===== src/rtl/icap_pkg.sv =====
package icap_pkg;

  typedef enum logic [3:0] {
    MODE_OFF   = 4'b0000,
    MODE_FALL  = 4'b0100,
    MODE_RISE  = 4'b0101,
    MODE_DIV4  = 4'b0110,
    MODE_DIV16 = 4'b0111
  } icap_mode_e;

  function automatic logic is_capture(input logic [3:0] code);
    return (code == MODE_FALL) || (code == MODE_RISE) ||
           (code == MODE_DIV4) || (code == MODE_DIV16);
  endfunction

  function automatic logic is_divided(input logic [3:0] code);
    return (code == MODE_DIV4) || (code == MODE_DIV16);
  endfunction

endpackage


===== src/rtl/icap_rst_sync.sv =====
module icap_rst_sync #(
  parameter int STAGES = 2
) (
  input  logic clk,
  input  logic arst_n,
  output logic rst_n_o
);
  logic [STAGES-1:0] chain_q;
  logic [STAGES-1:0] chain_d;

  always_comb begin
    chain_d = {chain_q[STAGES-2:0], 1'b1};
  end

  always_ff @(posedge clk or negedge arst_n) begin
    if (!arst_n) chain_q <= '0;
    else         chain_q <= chain_d;
  end

  assign rst_n_o = chain_q[STAGES-1];
endmodule


===== src/rtl/icap_edge.sv =====
module icap_edge #(
  parameter int SYNC_STAGES = 2
) (
  input  logic clk,
  input  logic rst_n,
  input  logic pin_i,
  output logic rise_o,
  output logic fall_o
);
  logic [SYNC_STAGES-1:0] sync_q;
  logic [SYNC_STAGES-1:0] sync_d;
  logic                   prev_q;
  logic                   lvl;

  generate
    for (genvar g = 0; g < SYNC_STAGES; g++) begin : g_sync
      if (g == 0) begin : g_first
        assign sync_d[g] = pin_i;
      end else begin : g_rest
        assign sync_d[g] = sync_q[g-1];
      end
    end
  endgenerate

  assign lvl = sync_q[SYNC_STAGES-1];

  always_ff @(posedge clk or negedge rst_n) begin
    if (!rst_n) begin
      sync_q <= '0;
      prev_q <= 1'b0;
    end else begin
      sync_q <= sync_d;
      prev_q <= lvl;
    end
  end

  always_comb begin
    rise_o = lvl & ~prev_q;
    fall_o = ~lvl & prev_q;
  end

  AST_EDGE_EXCLUSIVE: assert property (@(posedge clk) disable iff (!rst_n)
    $onehot0({rise_o, fall_o}));
endmodule


===== src/rtl/icap_presc.sv =====
module icap_presc
  import icap_pkg::*;
#(
  parameter int CNT_W   = 4,
  parameter int RATIO_A = 4,
  parameter int RATIO_B = 16
) (
  input  logic       clk,
  input  logic       rst_n,
  input  logic [3:0] mode_i,
  input  logic       rise_i,
  input  logic       fall_i,
  output logic       fire_o
);
  localparam int SUM_W = CNT_W + 1;
  localparam logic [SUM_W-1:0] LIM_A = SUM_W'(RATIO_A);
  localparam logic [SUM_W-1:0] LIM_B = SUM_W'(RATIO_B);

  logic [CNT_W-1:0] cnt_q;
  logic [CNT_W-1:0] cnt_d;
  logic             cnt_en;
  logic [SUM_W-1:0] sum;
  logic [SUM_W-1:0] lim;

  always_comb begin
    sum    = {1'b0, cnt_q} + SUM_W'(1);
    lim    = (mode_i == MODE_DIV16) ? LIM_B : LIM_A;
    cnt_d  = cnt_q;
    cnt_en = 1'b0;
    fire_o = 1'b0;
    if (!is_capture(mode_i)) begin
      cnt_d  = '0;
      cnt_en = 1'b1;
    end else if (mode_i == MODE_FALL) begin
      fire_o = fall_i;
    end else if (mode_i == MODE_RISE) begin
      fire_o = rise_i;
    end else if (rise_i) begin
      cnt_en = 1'b1;
      if (sum == lim) begin
        fire_o = 1'b1;
        cnt_d  = '0;
      end else begin
        cnt_d  = sum[CNT_W-1:0];
      end
    end
  end

  always_ff @(posedge clk or negedge rst_n) begin
    if (!rst_n)      cnt_q <= '0;
    else if (cnt_en) cnt_q <= cnt_d;
  end

  AST_FIRE_NEEDS_EDGE: assert property (@(posedge clk) disable iff (!rst_n)
    fire_o |-> (rise_i || fall_i));
  AST_IDLE_CLEARS: assert property (@(posedge clk) disable iff (!rst_n)
    !is_capture(mode_i) |=> (cnt_q == '0));
  AST_WRAP_ZERO: assert property (@(posedge clk) disable iff (!rst_n)
    (fire_o && is_divided(mode_i)) |=> (cnt_q == '0));
  AST_EDGE_MODE_HOLD: assert property (@(posedge clk) disable iff (!rst_n)
    (mode_i == MODE_FALL || mode_i == MODE_RISE) |=> $stable(cnt_q));
endmodule


===== src/rtl/icap_store.sv =====
module icap_store #(
  parameter int TW = 16
) (
  input  logic          clk,
  input  logic          rst_n,
  input  logic          fire_i,
  input  logic [TW-1:0] timer_i,
  input  logic          clr_i,
  output logic [TW-1:0] cap_o,
  output logic          flag_o
);
  logic [TW-1:0] cap_q, cap_d;
  logic          flag_q, flag_d;

  always_comb begin
    cap_d  = cap_q;
    flag_d = flag_q;
    if (fire_i) begin
      cap_d  = timer_i;
      flag_d = 1'b1;
    end else if (clr_i) begin
      flag_d = 1'b0;
    end
  end

  always_ff @(posedge clk or negedge rst_n) begin
    if (!rst_n) begin
      cap_q  <= '0;
      flag_q <= 1'b0;
    end else begin
      if (fire_i) cap_q <= cap_d;
      flag_q <= flag_d;
    end
  end

  assign cap_o  = cap_q;
  assign flag_o = flag_q;

  AST_CAP_LOADS_TIMER: assert property (@(posedge clk) disable iff (!rst_n)
    fire_i |=> (cap_o == $past(timer_i)));
  AST_CAP_HOLDS: assert property (@(posedge clk) disable iff (!rst_n)
    !fire_i |=> $stable(cap_o));
  AST_CLEAR_WORKS: assert property (@(posedge clk) disable iff (!rst_n)
    (clr_i && !fire_i) |=> !flag_o);
  AST_CAPTURE_WINS: assert property (@(posedge clk) disable iff (!rst_n)
    fire_i |=> flag_o);
endmodule


===== src/rtl/icap_unit.sv =====
module icap_unit
  import icap_pkg::*;
#(
  parameter int TW          = 16,
  parameter int BYTE_W      = 8,
  parameter int SYNC_STAGES = 2,
  parameter int CNT_W       = 4,
  parameter int RATIO_A     = 4,
  parameter int RATIO_B     = 16,
  localparam int NBYTES     = TW / BYTE_W,
  localparam int SEL_W      = (NBYTES > 1) ? $clog2(NBYTES) : 1
) (
  input  logic              clk,
  input  logic              arst_n,
  input  logic              pin_i,
  input  logic [TW-1:0]     timer_i,
  input  logic [3:0]        mode_i,
  input  logic              flag_clr_i,
  input  logic [SEL_W-1:0]  rd_sel_i,
  output logic [BYTE_W-1:0] rd_data_o,
  output logic [TW-1:0]     cap_o,
  output logic              flag_o
);
  logic rst_n;
  logic rise, fall, fire;
  logic [BYTE_W-1:0] bytes [NBYTES];

  icap_rst_sync #(.STAGES(2)) u_rst (
    .clk(clk), .arst_n(arst_n), .rst_n_o(rst_n)
  );

  icap_edge #(.SYNC_STAGES(SYNC_STAGES)) u_edge (
    .clk(clk), .rst_n(rst_n), .pin_i(pin_i), .rise_o(rise), .fall_o(fall)
  );

  icap_presc #(.CNT_W(CNT_W), .RATIO_A(RATIO_A), .RATIO_B(RATIO_B)) u_presc (
    .clk(clk), .rst_n(rst_n), .mode_i(mode_i),
    .rise_i(rise), .fall_i(fall), .fire_o(fire)
  );

  icap_store #(.TW(TW)) u_store (
    .clk(clk), .rst_n(rst_n), .fire_i(fire), .timer_i(timer_i),
    .clr_i(flag_clr_i), .cap_o(cap_o), .flag_o(flag_o)
  );

  generate
    for (genvar b = 0; b < NBYTES; b++) begin : g_byte
      assign bytes[b] = cap_o[b*BYTE_W +: BYTE_W];
    end
  endgenerate

  always_comb begin
    rd_data_o = '0;
    for (int i = 0; i < NBYTES; i++) begin
      if (rd_sel_i == SEL_W'(i)) rd_data_o = bytes[i];
    end
  end

  AST_FLAG_ONLY_BY_CAPTURE: assert property (@(posedge clk) disable iff (!rst_n)
    $rose(flag_o) |-> !$stable(cap_o) || ($past(timer_i) == cap_o));
endmodule


===== config.mk =====
export PLATFORM = sky130hd
export DESIGN_NAME = icap_unit
export DESIGN_NICKNAME = d
export VERILOG_FILES = /design/src/rtl/icap_pkg.sv /design/src/rtl/icap_rst_sync.sv /design/src/rtl/icap_edge.sv /design/src/rtl/icap_presc.sv /design/src/rtl/icap_store.sv /design/src/rtl/icap_unit.sv
export SDC_FILE = /design/constraint.sdc
export NUM_CORES = 1
export LEC_CHECK = 0
export BUFFER_PORTS_ARGS = -buffer_cell sky130_fd_sc_hd__buf_4
export CORE_MARGIN = 2
export CORE_UTILIZATION = 31
export CTS_CLUSTER_SIZE = 28
export DETAILED_ROUTE_END_ITERATION = 10
export GPL_TIMING_DRIVEN = 0
export MAX_ROUTING_LAYER = met4
export REMOVE_ABC_BUFFERS = 1
export SLEW_MARGIN = 20
export SYNTH_ARGS = -nofsm -noshare
export SYNTH_HDL_FRONTEND = slang
export SYNTH_SLANG_ARGS = --single-unit

===== constraint.sdc =====
create_clock -name clk -period 1.55 [get_ports clk]
set_clock_uncertainty 0.2 [all_clocks]
set_input_delay 0.31 -clock clk [delete_from_list [all_inputs] [get_ports clk]]
set_output_delay 0.31 -clock clk [all_outputs]
set_load 0.02 [all_outputs]

# [Word level (Yosys, flattened, before mapping)]
# Cells that the tools add are included.
[totals] word_cells=42 ff_bits=26 in_bits=25 out_inout_bits=25
[op_classes] n_reduce_logical=5 n_addsub=1 n_eq_ne=8 bitwise_logic=4 n_mux=18
[op_table] operator="4-bit 2-to-1 mux" count=5
[op_table] operator="4-bit by 3-bit equality test with 1-bit output (second input constant)" count=4
[op_table] operator="1-bit 2-to-1 mux" count=11
[op_table] operator="8-bit 2-to-1 mux" count=1
[op_table] operator="4-bit by 1-bit adder with 5-bit output (second input constant)" count=1
[op_table] operator="5-bit equality test" count=1
[op_table] operator="5-bit 2-to-1 mux" count=1
[op_table] operator="2-bit != test (second input constant)" count=2
[op_table] operator="4-bit AND reduction" count=1
[op_table] operator="1-bit logical OR" count=3
[op_table] operator="1-bit AND" count=2
[op_table] operator="2-bit by 1-bit != test with 1-bit output (second input constant)" count=1
[op_table] operator="1-bit NOT" count=2
[op_table] operator="2-bit nonzero test" count=1

# [Logic depth before layout (Yosys ltp)]
[depth] word_depth=9 ltp_mapped=6

# [Cells and area by module]
# A second synthesis with hierarchy kept.
[hier_totals] hier_cells=84 hier_area_um2=1216.2
[modules_own_cells] module="icap_store" seq_area_each_um2=425.4 area_each_um2=683.2 instances=1 cells_each=37
[modules_own_cells] module="icap_presc" seq_area_each_um2=100.1 area_each_um2=257.7 instances=1 cells_each=30
[modules_own_cells] module="icap_unit" seq_area_each_um2=0.0 area_each_um2=131.4 instances=1 cells_each=9
[modules_own_cells] module="icap_edge" seq_area_each_um2=75.1 area_each_um2=90.1 instances=1 cells_each=5
[modules_own_cells] module="icap_rst_sync" seq_area_each_um2=50.0 area_each_um2=53.8 instances=1 cells_each=3

# [Least setup slack after synthesis]
# Ideal clock, no wire load.
[synth_timing] path_kind="flip-flop to flip-flop" from="reg u_presc.cnt_q[0]" to="reg u_store.cap_q[0], in the netlist u_store.cap_o[0]" t_arrival_ns=1.676 path_stages_with_launch=6 setup_slack_ns=-0.451 n_path_buf=1 setup_ns=0.125 period_less_slack_ns=2.001 required_ns=1.225 cell_sequence="dfrtp_1 -> ha_1 -> and3_1 -> o311ai_4 -> buf_6 -> mux2_4"
[synth_between] elab_chain_cells=7
[synth_rtl] element="start, declared" line_no="icap_presc.sv:19" rtl="logic [CNT_W-1:0] cnt_q;"
[synth_rtl] element="start signal, assigned" line_no="icap_presc.sv:51" rtl="else if (cnt_en) cnt_q <= cnt_d;"
[synth_rtl] element="4-bit by 1-bit adder with 5-bit output" line_no="icap_presc.sv:26" rtl="sum = {1'b0, cnt_q} + SUM_W'(1);"
[synth_rtl] element="5-bit equality test" line_no="icap_presc.sv:40" rtl="if (sum == lim) begin"
[synth_rtl] element="1-bit 2-to-1 mux" line_no="icap_presc.sv:40"
[synth_rtl] element="1-bit 2-to-1 mux" line_no="icap_presc.sv:38" rtl="end else if (rise_i) begin"
[synth_rtl] element="1-bit 2-to-1 mux" line_no="icap_presc.sv:36" rtl="end else if (mode_i == MODE_RISE) begin"
[synth_rtl] element="1-bit 2-to-1 mux" line_no="icap_presc.sv:34" rtl="end else if (mode_i == MODE_FALL) begin"
[synth_rtl] element="1-bit 2-to-1 mux" line_no="icap_presc.sv:31" rtl="if (!is_capture(mode_i)) begin"
[synth_rtl] element="end signal, assigned" line_no="icap_store.sv:31" rtl="if (fire_i) cap_q <= cap_d;"
[synth_rtl] element="end, declared" line_no="icap_store.sv:12" rtl="logic [TW-1:0] cap_q, cap_d;"
# No other way between the ends.
# A chain may end at the register's enable or synchronous reset.

# [Final worst setup path]
[layout_timing] from="reg u_presc.cnt_q[0]" to="reg u_store.cap_q[13], in the netlist u_store.cap_o[13]"
# Same word-level chain as after synthesis.

==> flow_results.org <==
** Yosys
- In this run, synthesis produced a sequential element count of 26.
- A synthesized cell averages 14.25 µm².
- In the synthesized netlist the dominant register cell turns out to be dfrtp_1.
- Netlist cell types :: 25
- Async set-or-reset flop fraction in the synthesized netlist :: 100.0%
- EDFF count, synth :: 0
- Post-Syn Area :: 1182 µm²
- Area share of the largest cell type after synthesis :: 55.03%
- By area the synthesized netlist is led by dfrtp_1, mux2_2, mux2_4.
- In the synthesized netlist, the number of instances is 83.
- For this run, the number of Yosys warnings is 0.
- Proportion of synthesized chip area in sequential cells :: 55.03%
- The biggest area contributor in the post-synthesis netlist is dfrtp_1.

** Clock network
- TritonCTS built the clock tree.
- In this run the number of H-tree levels came out at 1.
- Clock edge transition at the registers on the reported setup and hold paths :: 90 ps
- Clock tree buffer depth :: 2
- Cts bufs inserted :: 3
- The clock net in this run drives a total of 26 sinks.
- Worst skew pair latency :: 270 ps
- Buffer cell driving the clock tree root :: clkbuf_8

** STA
- Count of endpoints failing setup in the final report :: 28
- Final worst path period need :: 1947 ps
- Worst Setup Slack, final :: -397.1 ps
- Final Hold Fails :: 0
- Measured against its own limit, the worst slew margin works out to 64.67%.
- Number of pins with negative max-slew slack in the final report :: 0
- Transition time of the tightest slew-check pin :: 529.9 ps
- In the finished design, the share of the clock period the worst path needs comes to 125.6%.
- Max Fclk :: 513.6 MHz
- Setup repair after global routing could not meet its margin everywhere.

** Detailed routing
- Count of routing violations after the opening detailed-route iteration :: 14
- Routed WL per cell :: 14.18 µm
- In this run the remaining antenna-violating nets after routing total 0.
- Total via count after detailed routing :: 941
- First-pass iteration count of the detailed router :: 2
- Via density per instance :: 4.568
- Wire length reported by the detailed router :: 2.922 mm
- Residual DRC :: 0

** Worst setup path
- Critical path peak fanout :: 9
- The critical path is of the reg -> reg type.
- Dominant delay contributor by cell family on the critical path :: flip-flops
- The worst setup path is launched from a register.
- The largest single stage delay on the critical path is 420 ps.
- Cell breakdown of the critical path :: ha_2, nand2_2, nor3_2, o311ai_4, buf_6, mux2_2
- Required time of the worst setup path :: 1510 ps
- Critical Path Sink Type :: register
- Worst path arrival time :: 1900 ps
- Together, buffers and inverters on the worst path number 1.
- For this design, the slowest cell found on the critical path is dfrtp_1.

** Layout
- Post-route insts no fill :: 206
- Layout Nets :: 186
- Fill cell instance count of the final layout :: 324
- Share of layout cells above drive strength 1 :: 68.99%
- Register Area :: 651.9 µm²
- Number of antenna diodes :: 0
- In the layout the commonest cells are buf_4, dfrtp_1, mux2_4, buf_6, mux2_2.
- Leaving out fill and tap cells, the most frequent cell in the layout is buf_4.
- In the final layout, the multi-input gates occupy 560.5 µm².
- Layout-stage area growth over the synthesis result :: 62.96%
- At the end of the flow the core is filled with cells to 52.63%.

** Floorplanning
- Die Footprint :: 4324 µm²
- Once the floorplan was initialized, standard cells occupied 32.30% of the core.
- Core Area :: 3661 µm²
- The floorplan step set the die width to 65.76 µm.
- The floorplan has 22 rows.
- 50 I/O pins were placed.
- Height of the die :: 65.76 µm

** Power and ir drop
- Combinational power share :: 45.1%
- In this run switching power makes up 31.41% of total power.
- Internal Dissipation :: 1.569 mW
- Power dissipated by switching net loads :: 0.7187 mW
- Per report_power, the sequential group accounts for 38.5% of the total.
- Total power of the final layout :: 2.288 mW
- Relative contribution of the clock network to total power :: 16.4%
- Worst-case vdd ir drop :: 0.7158 mV
- In this run the static leakage power is 0.9677 nW.
- Power Density :: 1188 nW/µm²

** Global routing
- Global routing finished with a remaining overflow of 0.
- The via count of the first global-routing pass was 997.
- Entering global routing, the biggest net connects 25 pins.
- Global routing usage summed across all routing layers :: 14.93%
- Antenna violations before repair :: 0
- The first global-routing pass estimated 4.664 mm of wire.

** Place
- Routability-driven placement finished with a final weighted congestion of 0.6892.
- IO buf count :: 49
- Count of placed standard cells including taps :: 178
- After legalization and detailed placement, the total HPWL measured 1.708 mm.

** Status
- Result of the run :: finished, violations left
- Violated checks :: setup timing

** Hold path
- Hold crit path type :: in -> reg

** Run
- Across the run, the number of max-cap violations was 0.
## routing by layer
metal  part of all wire [%]  GRT usage (%)  vias to the layer above
met5                      0              -                        -
met2                     51          24.87                       34
li1                       -              -                      443
met3                    5.2          2.911                        5
met4                    1.2          4.688                        0
met1                     42          18.26                      459
## worst paths after layout
kind / from / cells past startpoint / end / slack (ps)
hold / removal: flag_clr_i / 2 / u_store.flag_o / 10
hold reg to reg: u_rst.chain_q[1] / 0 / u_store.cap_o[9] / 50
min in group asynchronous: u_rst.chain_q[1] / 0 / u_store.cap_o[9] / 50
setup / recovery: u_presc.cnt_q[0] / 6 / u_store.cap_o[13] / -400
max in group asynchronous: u_rst.chain_q[1] / 0 / u_store.cap_o[11] / 750
setup reg to reg: u_presc.cnt_q[0] / 6 / u_store.cap_o[13] / -400
## logic make-up after synthesis
logic type | count (synthesis) | synth area share [%]
DFF | 26 | 55.03
other | 1 | 0.3172
buffers and inverters | 4 | 1.905
muxes | 25 | 26.56
adders and majority gates | 1 | 1.058
AOI/OAI and AO/OA | 7 | 5.292
and+or+nand+nor | 19 | 9.842
## per-stage QoR
stage | area (µm²) | hold slack [ps] | TNS (ps) | worst slack (ps)
after detailed placement | 1595 | -106.9 | -15810 | -973.0
after global placement | 1595 | -106.7 | -15010 | -923.3
after floorplan | 1167 | -185.6 | -10160 | -638.5
final | 1927 | 10.27 | -6450 | -397.1
after CTS | 1907 | 34.42 | -7396 | -444.9
after global routing | 1927 | 21.15 | -8312 | -478.4
## cells in the mapped netlist, drive strengths merged, types with 2 or more instances
library cell	n
dfrtp	26
mux2	24
nor2	3
o21ai	3
or3	3
a21oi	2
inv	2
nand2	2
nand2b	2
nand3	2
nand4b	2
## sequential cells by signal (all words and copies together), names as in the netlist
name / count
u_store.flag_o: 1
u_presc.cnt_q: 4
u_edge.prev_q: 1
u_store.cap_o: 16
u_edge.sync_q: 2
u_rst.chain_q: 2
## what timing repair did
item	4_1_cts	5_1_grt
gates cloned	1	0
buffers inserted	20	5
gates resized for setup	17	10
hold buffers	2	0
endpoints found under the setup margin	27	28
endpoints found under the hold margin	3	0
pin swaps	2	5
## power groups by stage
stage / clock (mW) / combinational (mW) / sequential (mW)
finish: 0.375 / 1.03 / 0.882
global route: 0.420 / 1.09 / 0.901
CTS: 0.387 / 1.01 / 0.874
detailed placement: 0 / 0.770 / 0.910
global placement: 0 / 0.762 / 0.905
floorplan: 0 / 0.293 / 1.03
## area by class of cell
type / count / area share, %
sequential: 26 / 33.83
timing repair buffer: 74 / 31.43
multi-input combinational: 53 / 29.09
tap: 48 / 3.117
clock buffer: 3 / 2.143
inverter: 2 / 0.3896
Note: power is estimated with default switching activity, not from simulation.
